===== src/rtl/irq_wdog_pkg.sv =====
package irq_wdog_pkg;
  localparam int STAT_W = 4;

  typedef struct packed {
    logic first_up;
    logic pwr;
    logic alm;
    logic clk_ev;
  } stat_t;
endpackage


===== src/rtl/periodic_sel.sv =====
module periodic_sel #(
  parameter int SEL_W = 4,
  localparam int N_RATES = (1 << SEL_W) - 1
) (
  input  logic [N_RATES-1:0] tick_en,
  input  logic [SEL_W-1:0]   sel,
  output logic               tick
);
  logic [N_RATES-1:0] hit;

  for (genvar i = 0; i < N_RATES; i++) begin : g_rate
    assign hit[i] = (sel == SEL_W'(i + 1)) && tick_en[i];
  end

  assign tick = |hit;
endmodule


===== src/rtl/irq_status_reg.sv =====
module irq_status_reg
  import irq_wdog_pkg::*;
(
  input  logic  clk,
  input  logic  rst,
  input  logic  tick,
  input  logic  alarm_hit,
  input  logic  pwr_sense,
  input  logic  rd,
  output stat_t flags
);
  always_ff @(posedge clk) begin
    if (rst) begin
      flags <= '{first_up: 1'b1, pwr: 1'b0, alm: 1'b0, clk_ev: 1'b0};
    end else begin
      flags.clk_ev   <= tick | (flags.clk_ev & ~rd);
      flags.alm      <= alarm_hit | (flags.alm & ~rd);
      flags.first_up <= flags.first_up & ~rd;
      flags.pwr      <= pwr_sense;
    end
  end
endmodule


===== src/rtl/wdog_timer.sv =====
module wdog_timer #(
  parameter int LIMIT = 100,
  localparam int CNT_W = $clog2(LIMIT + 1)
) (
  input  logic clk,
  input  logic rst,
  input  logic en,
  input  logic ce,
  input  logic sck,
  output logic expired
);
  logic             ce_q, sck_q, dirty;
  logic [CNT_W-1:0] cnt;
  logic             service, sck_chg;

  assign sck_chg = sck ^ sck_q;
  assign service = ce_q & ~ce & ~dirty;
  assign expired = (cnt == CNT_W'(LIMIT));

  always_ff @(posedge clk) begin
    if (rst) begin
      ce_q  <= 1'b0;
      sck_q <= 1'b0;
      dirty <= 1'b0;
      cnt   <= '0;
    end else begin
      ce_q  <= ce;
      sck_q <= sck;
      if (ce && !ce_q)      dirty <= sck_chg;
      else if (ce && sck_chg) dirty <= 1'b1;
      if (!en || service)   cnt <= '0;
      else if (!expired)    cnt <= cnt + 1'b1;
    end
  end
endmodule


===== src/rtl/irq_wdog_ctrl.sv =====
module irq_wdog_ctrl
  import irq_wdog_pkg::*;
#(
  parameter int SEL_W = 4,
  parameter int WDOG_LIMIT = 100,
  localparam int N_RATES = (1 << SEL_W) - 1
) (
  input  logic               clk,
  input  logic               rst,
  input  logic               alarm_hit,
  input  logic [N_RATES-1:0] tick_en,
  input  logic [SEL_W-1:0]   per_sel,
  input  logic               pwr_sense,
  input  logic               ce_mon,
  input  logic               sck_mon,
  input  logic               alarm_ie,
  input  logic               pwr_ie,
  input  logic               wdog_en,
  input  logic               cpur_en,
  input  logic               stat_rd,
  output logic [STAT_W-1:0]  stat_q,
  output logic               irq_pull,
  output logic               cpu_rst
);
  logic  tick, expired;
  stat_t flags;

  periodic_sel #(.SEL_W(SEL_W)) u_sel (
    .tick_en(tick_en), .sel(per_sel), .tick(tick)
  );

  irq_status_reg u_stat (
    .clk(clk), .rst(rst), .tick(tick), .alarm_hit(alarm_hit),
    .pwr_sense(pwr_sense), .rd(stat_rd), .flags(flags)
  );

  wdog_timer #(.LIMIT(WDOG_LIMIT)) u_wdog (
    .clk(clk), .rst(rst), .en(wdog_en), .ce(ce_mon), .sck(sck_mon),
    .expired(expired)
  );

  assign stat_q = flags;

  always_ff @(posedge clk) begin
    if (rst) begin
      irq_pull <= 1'b0;
      cpu_rst  <= 1'b0;
    end else begin
      irq_pull <= flags.clk_ev | (flags.alm & alarm_ie) | (flags.pwr & pwr_ie);
      cpu_rst  <= cpur_en & (expired | pwr_sense);
    end
  end
endmodule


===== config.mk =====
export PLATFORM = sky130hd
export DESIGN_NAME = irq_wdog_ctrl
export DESIGN_NICKNAME = d
export VERILOG_FILES = /design/src/rtl/irq_wdog_pkg.sv /design/src/rtl/periodic_sel.sv /design/src/rtl/irq_status_reg.sv /design/src/rtl/wdog_timer.sv /design/src/rtl/irq_wdog_ctrl.sv
export SDC_FILE = /design/constraint.sdc
export NUM_CORES = 1
export LEC_CHECK = 0
export BUFFER_PORTS_ARGS = -buffer_cell sky130_fd_sc_hd__clkbuf_2
export CAP_MARGIN = 20
export CORE_ASPECT_RATIO = 1.25
export CORE_MARGIN = 5
export CORE_UTILIZATION = 45
export CTS_CLUSTER_SIZE = 30
export DETAILED_ROUTE_END_ITERATION = 8
export PLACE_DENSITY = 0.8
export SKIP_CTS_REPAIR_TIMING = 1
export SYNTH_ARGS = -nofsm -noshare
export SYNTH_HDL_FRONTEND = slang
export SYNTH_SLANG_ARGS = --single-unit

===== constraint.sdc =====
create_clock -name clk -period 1.7 [get_ports clk]
set_input_delay 0.085 -clock clk [delete_from_list [all_inputs] [get_ports clk]]
set_output_delay 0.085 -clock clk [all_outputs]
set_load 0.05 [all_outputs]

# [Yosys cells after proc, flatten, opt, wreduce, memory -nomap -nowiden]
# Cells that the tools add are included.
[totals] input_bits=30 elab_cells=69 regBits=16 out_inout_bits=6
[classes] add_sub_neg=1 reduce_logical=23 bitwise=17 eq_ne=16 n_mux=2
[op_table] operator="$eq A4 B4 Y1 const B" count=8
[op_table] operator="$logic_and A1 B1 Y1" count=17
[op_table] operator="$eq A4 B3 Y1 const B" count=4
[op_table] operator="$reduce_or A15 Y1" count=1
[op_table] operator="$and A1 B1 Y1" count=8
[op_table] operator="$eq A4 B2 Y1 const B" count=2
[op_table] operator="$add A7 B1 Y7 const B" count=1
[op_table] operator="$eq A7 B7 Y1 const B" count=1
[op_table] operator="$or A1 B1 Y1" count=5
[op_table] operator="$eq A4 B1 Y1 const B" count=1
[op_table] operator="$not A1 Y1" count=3
[op_table] operator="$logic_not A1 Y1" count=2
[op_table] operator="$mux W1" count=2
[op_table] operator="$reduce_bool A2 Y1" count=1
[op_table] operator="$reduce_or A2 Y1" count=1
[op_table] operator="$logic_or A1 B1 Y1" count=1
[op_table] operator="$xor A1 B1 Y1" count=1

# [Depth between registers and ports, before layout]
[logic_depth] word_depth=5 depth_mapped=6 depth_no_buf=6

# [Cells and area by module]
# Synthesis repeated with hierarchy kept, for this count alone.
[hier_totals] hier_cells=94 hier_area_um2=842.1
[by_module_without_submodules] mod="wdog_timer" cells_each=51 instances=1 seq_area_each_um2=200.2 area_each_um2=465.4
[by_module_without_submodules] mod="periodic_sel" cells_each=24 instances=1 seq_area_each_um2=0.0 area_each_um2=178.9
[by_module_without_submodules] mod="irq_status_reg" cells_each=13 instances=1 seq_area_each_um2=80.1 area_each_um2=127.6
[by_module_without_submodules] mod="irq_wdog_ctrl" cells_each=6 instances=1 seq_area_each_um2=40.0 area_each_um2=70.1

# [Least setup slack after synthesis]
# Ideal clock, no wire load.
[synth_path] kind="flip-flop to flip-flop" from="reg u_wdog.cnt[0]" to="reg u_wdog.cnt[1]" required_ns=1.560 synth_period_minus_slack_ns=1.316 setup_time_ns=0.140 path_buffers=0 t_arrival_ns=1.177 path_slack_ns=0.384 path_stages_with_launch=7 path_cell_list="dfxtp_1 inv_1 ha_1 nand4b_1 nor3b_2 mux2i_1 nor2_1"
[synth_via] elab_chain_len=1 word_cells_on_any_way=2 classes_between="add/sub (1); eq/ne (1)"
[synth_lines] element="start, declared" line_no="wdog_timer.sv:13" text="logic [CNT_W-1:0] cnt;"
[synth_lines] element="start signal, assigned" line_no="wdog_timer.sv:32" text="else if (!expired) cnt <= cnt + 1'b1;"
[synth_lines] element="$add A7 B1 Y7 / $eq A7 B7 Y1 (equally long branches)" line_no="wdog_timer.sv:32, wdog_timer.sv:18"
# Several ways; a longest one is shown, not always the timed one.
# A chain may end at the register's enable or synchronous reset.

# [Worst setup path after layout]
# Ends and elaborated chain as after synthesis.

==> results <==
- The final count of pins violating max slew is 0.
- The setup-violating endpoint count in the final report is 0.
- The startpoint of the most critical setup path is u_wdog.cnt[0].
- The largest buffer count on any clock path is 2.
- The wire length per cell after detailed routing is 12.4 um.
- Port buffering added 35 buffers.
- The number of antenna violations at the first check in global routing is 0.
- The static power due to leakage is 0.498 nW.
- OpenSTA, run right after detailed placement, puts the worst setup slack at 0.267 ns.
- Combinational logic burns 19.5% of the power.
- The floorplan step defined a die boundary enclosing 0.00274 mm2.
- Per report_power, the sequential group accounts for 49.7% of the total.
- The worst hold path belongs to the class input pin to flip-flop.
- The maximum ir drop on the vdd rail is 0.000631 V.
- The endpoint kind of the worst setup timing path is a flip-flop.
- After the first detailed-routing iteration, the DRC count stood at 10.
- In this run, distinct cell masters in the synthesized netlist total 36.
- In this run the horizontal extent of the chip is 47.9 um.
- The starting utilization of the core area is 46.2%.
- The fraction of synthesized cell area taken by the top area cell type is 39.8%.
- The fraction of met1 tracks used by global routing is 13.6%.
- In the synthesized netlist, the cells that appear most often are sky130_fd_sc_hd__dfxtp_1, sky130_fd_sc_hd__nor2_1, sky130_fd_sc_hd__inv_1.
- The post-synthesis net count is 116.
- In the final timing run, aggregate negative setup slack is 0 ns.
- In this run the core area contains 17 standard-cell rows.
- The worst clock skew on the final layout is 0.000959 ns.
- The count of nets left with antenna violations once routing finished came out at 0.
- From bottom edge to top edge, the die measures 57.3 um.
- From synthesis to final layout, the design area changed by 29.5%.
- 36 I/O pins were placed.
- The via count of the first global-routing pass is 751.
- Setup slack on the critical path of the routed design comes to 0.243 ns.
- The first global-routing pass estimated 2860 um of wire.
- The worst register-to-register path ends at u_wdog.cnt[1].
- The number of placed cells counting well taps is 137.
- The area of the mapped netlist is 806 um2.
- The clock reaches the later pin of the worst-skew pair after 0.28 ns.
- The register-to-register setup slack is 0.24 ns.
- The internal power component is 591 uW.
- The share of final-layout standard cells stronger than drive strength 1 is 38.2%.
- CTS placed an instance of sky130_fd_sc_hd__clkbuf_4 at the clock tree root.
- The area of the core is 0.00174 mm2.
- The met3 demand-to-capacity share in global routing is 3.47%.
- Across every metal layer, demand over resource in global routing totals 14.2%.
- The dominant cell by count in the synthesized netlist is sky130_fd_sc_hd__dfxtp_1.
- The residual overflow from global routing is 0.
- Data on the critical path arrives at its endpoint at 1.64 ns.
- The worst hold path begins at alarm_hit.
- The total power per unit cell area is 772 mW/mm2.
- The reg-to-reg startpoint is u_wdog.cnt[0].
- For this run, the leading register cell type out of synthesis is sky130_fd_sc_hd__dfxtp_1.
- The run finished with clean final reports.
- The detailed-routing iteration count for the pre-antenna-repair pass is 4.
- At the worst endpoint, the required time is 1.89 ns.
- A synthesized cell averages 9.59 um2.
- The via density per instance is 5.23.
- Dividing the final minimum period by the clock period gives 85.7%.
- The total via count in the routed design is 743.
- The busiest layer in global routing is met2.
- TritonCTS built the clock tree.
- The normalized max-slew margin is 73.7%.
- The post-route non-filler standard cell count is 142.
- Along the worst hold path, the cell count comes to 3.
- The largest net degree at the start of global routing is 10.
- Setup repair after global routing left no endpoint under its margin.
- The biggest area contributor in the post-synthesis netlist is sky130_fd_sc_hd__dfxtp_1.
- 0 antenna diodes ended up in the layout.
- The shortest period the worst path allows is 1.46 ns.
- The path with the worst hold slack has its endpoint at u_stat.flags[1].
- The number of nets in the layout is 156.
- The level count of the clock H-tree is 1.
- The maximum clock frequency is 686 MHz.
- The max-capacitance violation count is 0.
- Counting the buffers created by CTS gives 3.
- The number of flops mapped to enable cells by yosys is 0.
- The peak fanout along the critical path is 5.
- The switching power is 215 uW.
- The last weighted congestion value of the routability-driven placer is 0.738.
- Yosys attributes the largest share of cell area to sky130_fd_sc_hd__dfxtp_1, sky130_fd_sc_hd__nor2_1, sky130_fd_sc_hd__xor2_1, sky130_fd_sc_hd__inv_1, sky130_fd_sc_hd__xnor2_1.
- The sort of element at the start of the critical path is a flip-flop.
- Yosys printed 0 warnings.
- Global routing used 25.9% of the available met2 tracks.
- The switching portion of total power is 26.7%.
- The count of endpoints failing hold in the final timing report is 0.
- CTS saw 16 sinks.
- For this block, the routed nets add up to 1760 um of wire.
- Counting flops with an async set or reset pin after synthesis yields a share of 0%.
- In this run, the clock network consumes 30.7% of the power.
- The number of synthesized register bits is 16.
- After clock tree synthesis, the clock-pin slew on the worst setup and hold paths is 0.09 ns.
- After legalization and detailed placement, the total HPWL measured 1470 um.
- The depth of the worst register-to-register path is 6.
- Synthesis produced a netlist whose cell count is 84.
- The pin slew with the least headroom to its limit is 0.393 ns.
- The share of synthesized area occupied by flip-flops and latches is 39.8%.
- By startpoint and endpoint, the worst setup path is classified as flip-flop to flip-flop.
- The total DRC errors in the routed layout is 0.
[power groups by stage]
stage          registers [mW]  logic (mW)  clock network [mW]
3_3_place_gp            0.409       0.153                   0
4_1_cts                 0.401       0.158               0.256
5_1_grt                 0.403       0.172               0.273
6_report                0.401       0.157               0.248
2_1_floorplan           0.444      0.0616                   0
3_5_place_dp            0.410       0.157                   0
[worst max-delay path, stage by stage (launching register included)]
cell and delay (ns):
sky130_fd_sc_hd__dfxtp_1 0.33, sky130_fd_sc_hd__inv_1 0.10, sky130_fd_sc_hd__ha_1 0.15, sky130_fd_sc_hd__nand4b_1 0.12, sky130_fd_sc_hd__nor3b_2 0.38, sky130_fd_sc_hd__mux2i_1 0.23, sky130_fd_sc_hd__nor2_1 0.05
[flip-flops by register name, indices dropped and copies added, names as in the netlist]
| register | count |
|---|---|
| u_wdog.cnt | 7 |
| u_wdog.dirty | 1 |
| u_stat.flags | 4 |
| u_wdog.ce_q | 1 |
| irq_pull | 1 |
| cpu_rst | 1 |
| u_wdog.sck_q | 1 |
[area by class of cell]
| class | instances | area (um2) |
|---|---|---|
| timing repair buffer | 37 | 193 |
| inverter | 7 | 26.3 |
| sequential | 16 | 320 |
| multi-input combinational | 59 | 444 |
| tap | 19 | 23.8 |
| clock buffer | 4 | 36.3 |
| fill | 159 | 701 |
[worst max path at each step]
| stage | slack (ns) | to |
|---|---|---|
| finish | 0.24 | u_wdog.cnt[1] |
| global route | 0.12 | u_wdog.cnt[1] |
| CTS | 0.26 | u_wdog.cnt[1] |
| detailed placement | 0.27 | u_wdog.cnt[1] |
| global placement | 0.36 | u_wdog.cnt[1] |
| floorplan | 0.38 | u_wdog.cnt[1] |
[stage by stage]
step / hold WS [ns] / util (%) / power (mW) / cell area (um2)
after floorplan: 0.202 / - / 0.506 / 806
after global placement: 0.300 / 57.2 / 0.562 / 997
after detailed placement: 0.322 / 57.2 / 0.567 / 997
after CTS: 0.0133 / 59.3 / 0.814 / 1030
after global routing: 0.0363 / 59.8 / 0.848 / 1040
final: 0.0293 / 59.8 / 0.806 / 1040
[kinds of logic (layout without fill, tap and decap cells)]
kind of cell,count (synthesis),in the layout,synth area share [%]
and+or+nand+nor,29,29,20.0
muxes,4,4,6.68
xor gates and xnor gates,7,7,7.61
adders and majority gates,2,2,3.11
buffers and inverters,9,48,5.12
DFF,16,16,39.8
AOI/OAI and AO/OA,17,17,17.7
[cells in the final DEF (no fill, tap or decap), types with 2 or more instances in the layout]
| cell type | count |
|---|---|
| sky130_fd_sc_hd__mux2i_1 | 2 |
| sky130_fd_sc_hd__nor2b_1 | 4 |
| sky130_fd_sc_hd__a21oi_1 | 2 |
| sky130_fd_sc_hd__ha_1 | 2 |
| sky130_fd_sc_hd__clkbuf_2 | 35 |
| sky130_fd_sc_hd__xnor2_1 | 3 |
| sky130_fd_sc_hd__nand2_1 | 4 |
| sky130_fd_sc_hd__and3_1 | 2 |
| sky130_fd_sc_hd__clkbuf_4 | 3 |
| sky130_fd_sc_hd__nand3_1 | 2 |
| sky130_fd_sc_hd__xor2_1 | 4 |
| sky130_fd_sc_hd__dfxtp_1 | 16 |
| sky130_fd_sc_hd__inv_1 | 7 |
| sky130_fd_sc_hd__nor2_1 | 11 |
| sky130_fd_sc_hd__a21o_1 | 2 |
[routing by layer]
layer / wire, um / up-vias / share of wire (%)
met1: 652 / 335 / 37
met5: 0 / - / 0
met4: 42 / 0 / 2.4
met2: 870 / 30 / 49
met3: 193 / 5 / 11
li1: - / 373 / -
Note: power is estimated with default switching activity, not from simulation.
